===== src/rtl/bus_retry_ctrl.sv =====
module bus_retry_ctrl #(
  parameter int AW       = 24,
  parameter int DW       = 16,
  parameter int SYNC_DLY = 2
) (
  input  logic          clk,
  input  logic          rst_n,
  input  logic          req_valid,
  input  logic [AW-1:0] req_addr,
  input  logic [2:0]    req_fc,
  input  logic [1:0]    req_size,
  input  logic          req_write,
  input  logic [DW-1:0] req_wdata,
  input  logic          req_lock,
  input  logic          exc_busy,
  input  logic          ext_ack,
  input  logic          ext_berr,
  input  logic          ext_halt,
  input  logic          ext_br,
  output logic [AW-1:0] bus_addr,
  output logic [2:0]    bus_fc,
  output logic [1:0]    bus_size,
  output logic          bus_write,
  output logic [DW-1:0] bus_wdata,
  output logic          data_oe,
  output logic          as_o,
  output logic          ds_o,
  output logic          lock_o,
  output logic          grant_o,
  output logic          halt_n_o,
  output logic          retry_o,
  output logic          done_o,
  output logic          err_o
);
  localparam int CW = $clog2(SYNC_DLY + 1);

  typedef enum logic [7:0] {
    ST_IDLE = 8'h01, ST_ADR  = 8'h02, ST_DAT  = 8'h04, ST_FIN  = 8'h08,
    ST_WREL = 8'h10, ST_GRNT = 8'h20, ST_STOP = 8'h40, ST_DFLT = 8'h80
  } st_t;

  st_t           st;
  logic [1:0]    berr_q, halt_q, br_q;
  logic          berr_s, halt_s, br_s, cap;
  logic [CW-1:0] cnt;
  logic          retry_q, lock_q;

  always_ff @(posedge clk or negedge rst_n)
    if (!rst_n) begin
      berr_q <= '0; halt_q <= '0; br_q <= '0;
    end else begin
      berr_q <= {berr_q[0], ext_berr};
      halt_q <= {halt_q[0], ext_halt};
      br_q   <= {br_q[0], ext_br};
    end

  assign berr_s = berr_q[1];
  assign halt_s = halt_q[1];
  assign br_s   = br_q[1];

  assign cap = req_valid && !halt_s &&
               ((st == ST_IDLE && !(br_s && !lock_q)) || st == ST_STOP);

  always_ff @(posedge clk or negedge rst_n)
    if (!rst_n) begin
      bus_addr <= '0; bus_fc <= '0; bus_size <= '0;
      bus_write <= 1'b0; bus_wdata <= '0; lock_q <= 1'b0;
    end else if (cap) begin
      bus_addr <= req_addr; bus_fc <= req_fc; bus_size <= req_size;
      bus_write <= req_write; bus_wdata <= req_wdata; lock_q <= req_lock;
    end else if ((st == ST_IDLE && !(req_valid && req_lock)) || st == ST_DFLT) begin
      lock_q <= 1'b0;
    end

  always_ff @(posedge clk or negedge rst_n)
    if (!rst_n) begin
      st <= ST_IDLE; cnt <= '0; retry_q <= 1'b0;
      done_o <= 1'b0; err_o <= 1'b0;
    end else begin
      done_o <= 1'b0;
      err_o  <= 1'b0;
      case (st)
        ST_IDLE:
          if (halt_s)              st <= ST_STOP;
          else if (br_s && !lock_q) st <= ST_GRNT;
          else if (req_valid)      st <= ST_ADR;
        ST_ADR: st <= ST_DAT;
        ST_DAT:
          if (berr_s && halt_s) begin
            retry_q <= 1'b1;
            st      <= (br_s && !lock_q) ? ST_GRNT : ST_WREL;
          end else if (berr_s) begin
            if (exc_busy) st <= ST_DFLT;
            else begin
              err_o <= 1'b1; retry_q <= 1'b0; st <= ST_FIN;
            end
          end else if (ext_ack) begin
            done_o <= 1'b1; retry_q <= 1'b0; st <= ST_FIN;
          end
        ST_FIN: if (!ext_ack) st <= ST_IDLE;
        ST_WREL:
          if (br_s && !lock_q) begin
            cnt <= '0; st <= ST_GRNT;
          end else if (berr_s || halt_s) cnt <= '0;
          else if (cnt == CW'(SYNC_DLY - 1)) begin
            cnt <= '0; st <= ST_ADR;
          end else cnt <= cnt + 1'b1;
        ST_GRNT: if (!br_s) st <= retry_q ? ST_WREL : ST_IDLE;
        ST_STOP: if (!halt_s) st <= req_valid ? ST_ADR : ST_IDLE;
        ST_DFLT: st <= ST_DFLT;
        default: st <= ST_IDLE;
      endcase
    end

  assign as_o     = (st == ST_ADR) || (st == ST_DAT);
  assign ds_o     = (st == ST_DAT);
  assign data_oe  = as_o && bus_write;
  assign lock_o   = lock_q;
  assign retry_o  = retry_q;
  assign halt_n_o = (st != ST_DFLT);
  assign grant_o  = (st == ST_GRNT) || (st == ST_DFLT && br_s && !lock_q);

  AST_DS_WITH_AS:      assert property (@(posedge clk) disable iff (!rst_n) ds_o |-> as_o);
  AST_HIZ_OFF_STROBE:  assert property (@(posedge clk) disable iff (!rst_n) !as_o |-> !data_oe);
  AST_RETRY_ATTR_HOLD: assert property (@(posedge clk) disable iff (!rst_n)
    retry_o |=> ($stable(bus_addr) && $stable(bus_fc) && $stable(bus_size) &&
                 $stable(bus_write) && $stable(bus_wdata)));
  AST_GRANT_QUIET:     assert property (@(posedge clk) disable iff (!rst_n) grant_o |-> (!as_o && !ds_o));
  AST_LOCK_NO_GRANT:   assert property (@(posedge clk) disable iff (!rst_n) lock_o |-> !grant_o);
  AST_DFLT_STICKY:     assert property (@(posedge clk) disable iff (!rst_n) !halt_n_o |=> !halt_n_o);
  AST_DFLT_QUIET:      assert property (@(posedge clk) disable iff (!rst_n) !halt_n_o |-> !as_o);
endmodule


===== config.mk =====
export PLATFORM = sky130hd
export DESIGN_NAME = bus_retry_ctrl
export DESIGN_NICKNAME = d
export VERILOG_FILES = /design/src/rtl/bus_retry_ctrl.sv
export SDC_FILE = /design/constraint.sdc
export NUM_CORES = 1
export LEC_CHECK = 0
export ABC_AREA = 1
export CAP_MARGIN = 20
export CORE_MARGIN = 5
export CORE_UTILIZATION = 44
export DETAILED_ROUTE_END_ITERATION = 8
export PLACE_DENSITY = 0.8
export SYNTH_ARGS = -nofsm -noshare
export SYNTH_HDL_FRONTEND = slang
export SYNTH_SLANG_ARGS = --single-unit

===== constraint.sdc =====
create_clock -name clk -period 2 [get_ports clk]
set_input_delay 0.3 -clock clk [delete_from_list [all_inputs] [get_ports clk]]
set_output_delay 0.3 -clock clk [all_outputs]
set_load 0.02 [all_outputs]

[Word-level counts from Yosys, hierarchy flattened]
Cells that the tools add are included.
Storage, ports and cells
  input bits: 55
  RAM bits: 0
  memories: 0
  ROM bits: 0
  output and inout bits: 55
  latch bits: 0
  register bits after elaboration: 66
  logic and storage cells: 90
Operators by class
  $lt $le $gt $ge: 0
  reductions and logical operators: 23
  equality and inequality tests: 18
  $add $sub $neg: 1
  bitwise operators: 0
  shift operators: 0
  multipliers: 0
  divide/modulo/power cells: 0
  multiplexer cells: 34
Operator list (number)
  8-bit two-way mux: 13
  8-bit one-hot mux with 8 select lines: 1
  1-bit two-way mux: 14
  1-bit logical AND: 10
  8-bit by 1-bit equality test with 1-bit output (second input constant): 1
  8-bit by 2-bit equality test with 1-bit output (second input constant): 1
  8-bit by 3-bit equality test with 1-bit output (second input constant): 1
  8-bit by 4-bit equality test with 1-bit output (second input constant): 1
  8-bit by 5-bit equality test with 1-bit output (second input constant): 1
  8-bit by 6-bit equality test with 1-bit output (second input constant): 1
  8-bit by 7-bit equality test with 1-bit output (second input constant): 1
  8-bit equality test (second input constant): 1
  2-bit two-way mux: 4
  8-bit != test (second input constant): 1
  7-bit AND reduction: 1
  6-bit two-way mux: 1
  2-bit != test (second input constant): 3
  3-bit != test (second input constant): 2
  1-bit logical OR: 5
  5-bit two-way mux: 1
  1-bit logical NOT: 4
  4-bit by 2-bit != test with 1-bit output (second input constant): 1
  4-bit by 3-bit != test with 1-bit output (second input constant): 1
  3-bit by 2-bit != test with 1-bit output (second input constant): 1
  other kinds (5): 5

[Longest topological paths before layout]
  depth after elaboration: 7
  mapped depth: 10

[Worst setup path before layout]
Ideal clock, no wire load.
  path type: register to output
  start point: reg st[3]
  end point: out grant_o
  data arrival time: 1.399 ns
  path slack: 0.301 ns
  stages on the path, launching flop included: 6
  path through: dfrtp_1 > nor2_1 > nand2_1 > inv_2 > nand2_1 > o21ai_0
Between the ends
  cells in the longest elaborated chain, start to end: 4
  elaborated cells on any way between the ends: 5
  those cells by class: 2 x eq/ne; 3 x reduce/logical
Ends and longest elaborated chain
  start, declared: RTL line 42  | st_t st;
  start signal, assigned: RTL line 91  | st <= (br_s && !lock_q) ? ST_GRNT : ST_WREL;
  start signal, assigned: RTL line 108  | ST_GRNT: if (!br_s) st <= retry_q ? ST_WREL : ST_IDLE;
  start signal, assigned: RTL line 109  | ST_STOP: if (!halt_s) st <= req_valid ? ST_ADR : ST_IDLE;
  8-bit equality test: RTL line 121  | assign grant_o = (st == ST_GRNT) || (st == ST_DFLT && br_s && !lock_q);
  1-bit logical AND (2 in series): RTL line 121
  1-bit logical OR *: RTL line 121
  end, declared: RTL line 29  | output logic grant_o,
Mark *: on every way between the ends. The rest lies on a longest branch, timed or not.

[Worst setup path in the final report]
  start point: reg st[0]
  end point: out halt_n_o
Between the ends
  cells in the longest elaborated chain, start to end: 1
Ends and longest elaborated chain
  8-bit != test: RTL line 120  | assign halt_n_o = (st != ST_DFLT);
  end, declared: RTL line 30  | output logic halt_n_o,
No other way between the ends.

==> impl_results.md <==
* Pleak at 2.210 nW
* Num CTS Buffers at 9
* Slowest CP cell: dfstp_2
* Fillers at 509
* CP Cell Sequence: nor2_1 -> nand2_1 -> inv_2 -> nand2_1 -> dlygate4sd2_1
* Final Max Slew Viols at 0
* Synth cell types at 22
* Hold Path Stages at 0
* Share of layout cells above drive strength 1 at 12.04%
* Post-Syn Instances at 340
* Die ar. at 8382 µm²
* Root Buffer: clkbuf_8
* Area growth from synthesis to layout at 48.05%
* Clk_skew at 0.005634 ns
* Crit Path Class: register to output pin
* F_max at 533.7 MHz
* Critical path buffers and inverters at 2
* Crit. path cell count at 5
* Vias post-DR at 2572
* Largest family of logic cells by synthesized area: simple AND/OR/NAND/NOR gates
* Post-Route WL at 6989 µm
* CP max FO at 6
* DRC at 0
* Row cnt at 29
* Total grt overflow at 0
* Most common cell on crit path: nand2_1
* Most common cell after layout, fill and taps aside: clkdlybuf4s50_1
* Dpl hpwl at 5220 µm
* Pwr dens at 1407 nW/µm²
* Final core utilization at 67.47%
* Synth Area in Adders at 0%
* Mux share of post-synthesis cell area at 0%
* CP startpoint kind: register
* Largest net degree at the start of global routing at 67
* Cells on worst reg2reg path at 8
* Antenna viol nets, final at 0
* Die H at 91.56 µm
* Yosys Warn Count at 0
* Yosys reg bits at 66
* Worst-skew pair later-pin latency at 0.33 ns
* Synth Area in Compound Gates at 12.91%
* Setup TNS at 0 ns
* Fin crit share at 93.69%
* Cell Area, Synth at 2927 µm²
* Setup violations, final at 0
* Syn Area/Cell at 8.608 µm²
* H-tree Lvls at 3
* Crit path max-delay family: flip-flops
* 1st-iter DRT viols at 112
* Initial antenna violation count at 0
* Core Area at 6422 µm²
* Layout Nets at 517
* CTS tree: built
* Sequential cell area fraction in the yosys report at 56.48%
* DR vias/cell at 4.745
* Routed length per instance at 12.89 µm
* Crit path capture type: output pin
* Slew of the pin with the lowest slew margin at 0.4661 ns
* Tmin final at 1.874 ns
* Tot GR Track Use at 16.90%
* Port bufs at 109
* Status: completed
* Ports at 110
* Most frequent cells in the layout: clkdlybuf4s50_1, nand2_1, inv_1
* Clk sink count at 66
* Hold crit path type: register to register
* Clk slew on worst S/H paths at 0.06 ns
* # diodes at 0
* Worst path max stage delay at 0.54 ns
* Reg2reg setup slack at 0.31 ns
* Non-Filler Instances at 542
* RSZ-0062 raised after global routing: false
* Required time of the critical path at 1.70 ns
* Max-cap violations at 0
* Vias in the first global route at 2483
* Starting Density at 45.57%
* Inst Count DP at 524
* Simple-gate share of the synthesized area at 18.77%
* WP data arrival at 1.57 ns
* Max-slew headroom at 68.81%
* Die X-Extent at 91.56 µm
* DRT Pass-1 Iters at 4
* Hold Fails Final Rpt at 0
* Xor and xnor area share after synthesis at 0%
* First-pass GRT wire length at 11260 µm
* Syn Nets at 395
* GPL Wtd Cong at 0.9973
* Longest Clk Path Bufs at 2
* Max VDD drop at 0.0007836 V
-- area by class of cell --
class                   instances  area (µm²)  area share, %
inverters                      68       255.2          5.891
repair buffers                121        1202          27.75
clock buffers                  11       151.4          3.494
flip-flops and latches         66        1653          38.15
clock inverters                 3       40.04         0.9241
well taps                      77       96.34          2.224
multi-input cells             196       934.6          21.57
-- power breakdown --
| group | switching (mW) | internal, mW | total [mW] |
|---|---|---|---|
| logic | 1.59 | 1.31 | 2.90 |
| clock network | 0.459 | 0.626 | 1.09 |
| registers | 0.278 | 1.83 | 2.11 |
| total | 2.33 | 3.77 | 6.10 |
-- worst register-to-register path, cell delays in order (launching register included) --
cell and delay [ns]:
dfrtp_1 0.40, nor2_1 0.14, nand2_1 0.10, nor2_1 0.40
nand3_1 0.19, nand3_1 0.15, nor2_1 0.09, nand2_1 0.07
nand2_1 0.05
-- Yosys cell counts --
cell | instances | area [µm²]
a21boi_0 | 1 | 7.510
a21oi_1 | 3 | 15.01
buf_2 | 1 | 5.000
buf_6 | 7 | 78.83
clkbuf_1 | 2 | 7.510
dfrtp_1 | 65 | 1627
dfstp_2 | 1 | 26.28
inv_1 | 66 | 247.7
inv_2 | 2 | 7.510
nand2_1 | 94 | 352.8
nand2_2 | 2 | 12.51
nand3_1 | 8 | 40.04
nand3_2 | 1 | 10.01
nand4_1 | 2 | 12.51
nor2_1 | 25 | 93.84
nor2_2 | 1 | 6.260
nor3_1 | 3 | 15.01
nor4_1 | 1 | 6.260
o21ai_0 | 10 | 50.05
o21ai_1 | 23 | 115.1
o21ai_2 | 21 | 183.9
o22ai_1 | 1 | 6.260
-- through the flow --
step           setup slack, ns  power, mW  instance area [µm²]  hold WS, ns
4_1_cts               0.007124      6.142                 4319       0.3521
3_3_place_gp            0.1087      4.968                 4123       0.3339
2_1_floorplan           0.3012      3.725                 2927     0.004409
5_1_grt                0.01523      6.502                 4333       0.3580
6_report                0.1262      6.097                 4333       0.3494
3_5_place_dp           0.06931      5.033                 4123       0.3371
-- kinds of logic (layout without fill, tap and decap cells) --
kind of cell | Yosys count | count (layout)
buffers and inverters | 78 | 203
AO/OA/AOI/OAI | 59 | 59
flip-flops | 66 | 66
AND/OR/NAND/NOR | 137 | 137
-- per-layer routing --
metal | wire [µm] | track usage, % | vias to the layer above
li1 | - | - | 1274
met1 | 2790 | 19.50 | 1175
met2 | 3277 | 26.66 | 114
met3 | 844 | 8.099 | 9
met4 | 78 | 7.538 | 0
met5 | 0 | 0 | -
-- flip-flops by register name (all words and copies together), names as in the netlist --
| register | count |
|---|---|
| berr_q | 2 |
| br_q | 2 |
| bus_addr | 24 |
| bus_fc | 3 |
| bus_size | 2 |
| bus_wdata | 16 |
| bus_write | 1 |
| cnt | 2 |
| done_o | 1 |
| err_o | 1 |
| halt_q | 2 |
| lock_o | 1 |
| retry_o | 1 |
| st | 8 |
-- worst paths after layout --
path / from / to
max reg2reg: st[1] / st[3]
max in group asynchronous: rst_n / st[0]
min: halt_q[0] / halt_q[1]
max: st[0] / halt_n_o
min in group asynchronous: rst_n / bus_wdata[14]
min reg2reg: halt_q[0] / halt_q[1]
-- what timing repair did --
| item | 4_1_cts | 5_1_grt |
|---|---|---|
| endpoints found under the setup margin | 5 | 3 |
| pin swaps | 0 | 0 |
| setup buffers | 0 | 3 |
| gates resized for setup | 6 | 5 |
| hold buffers | 1 | 0 |
| endpoints found under the hold margin | 65 | 0 |
No activity file was read; power rests on OpenSTA's default activity.
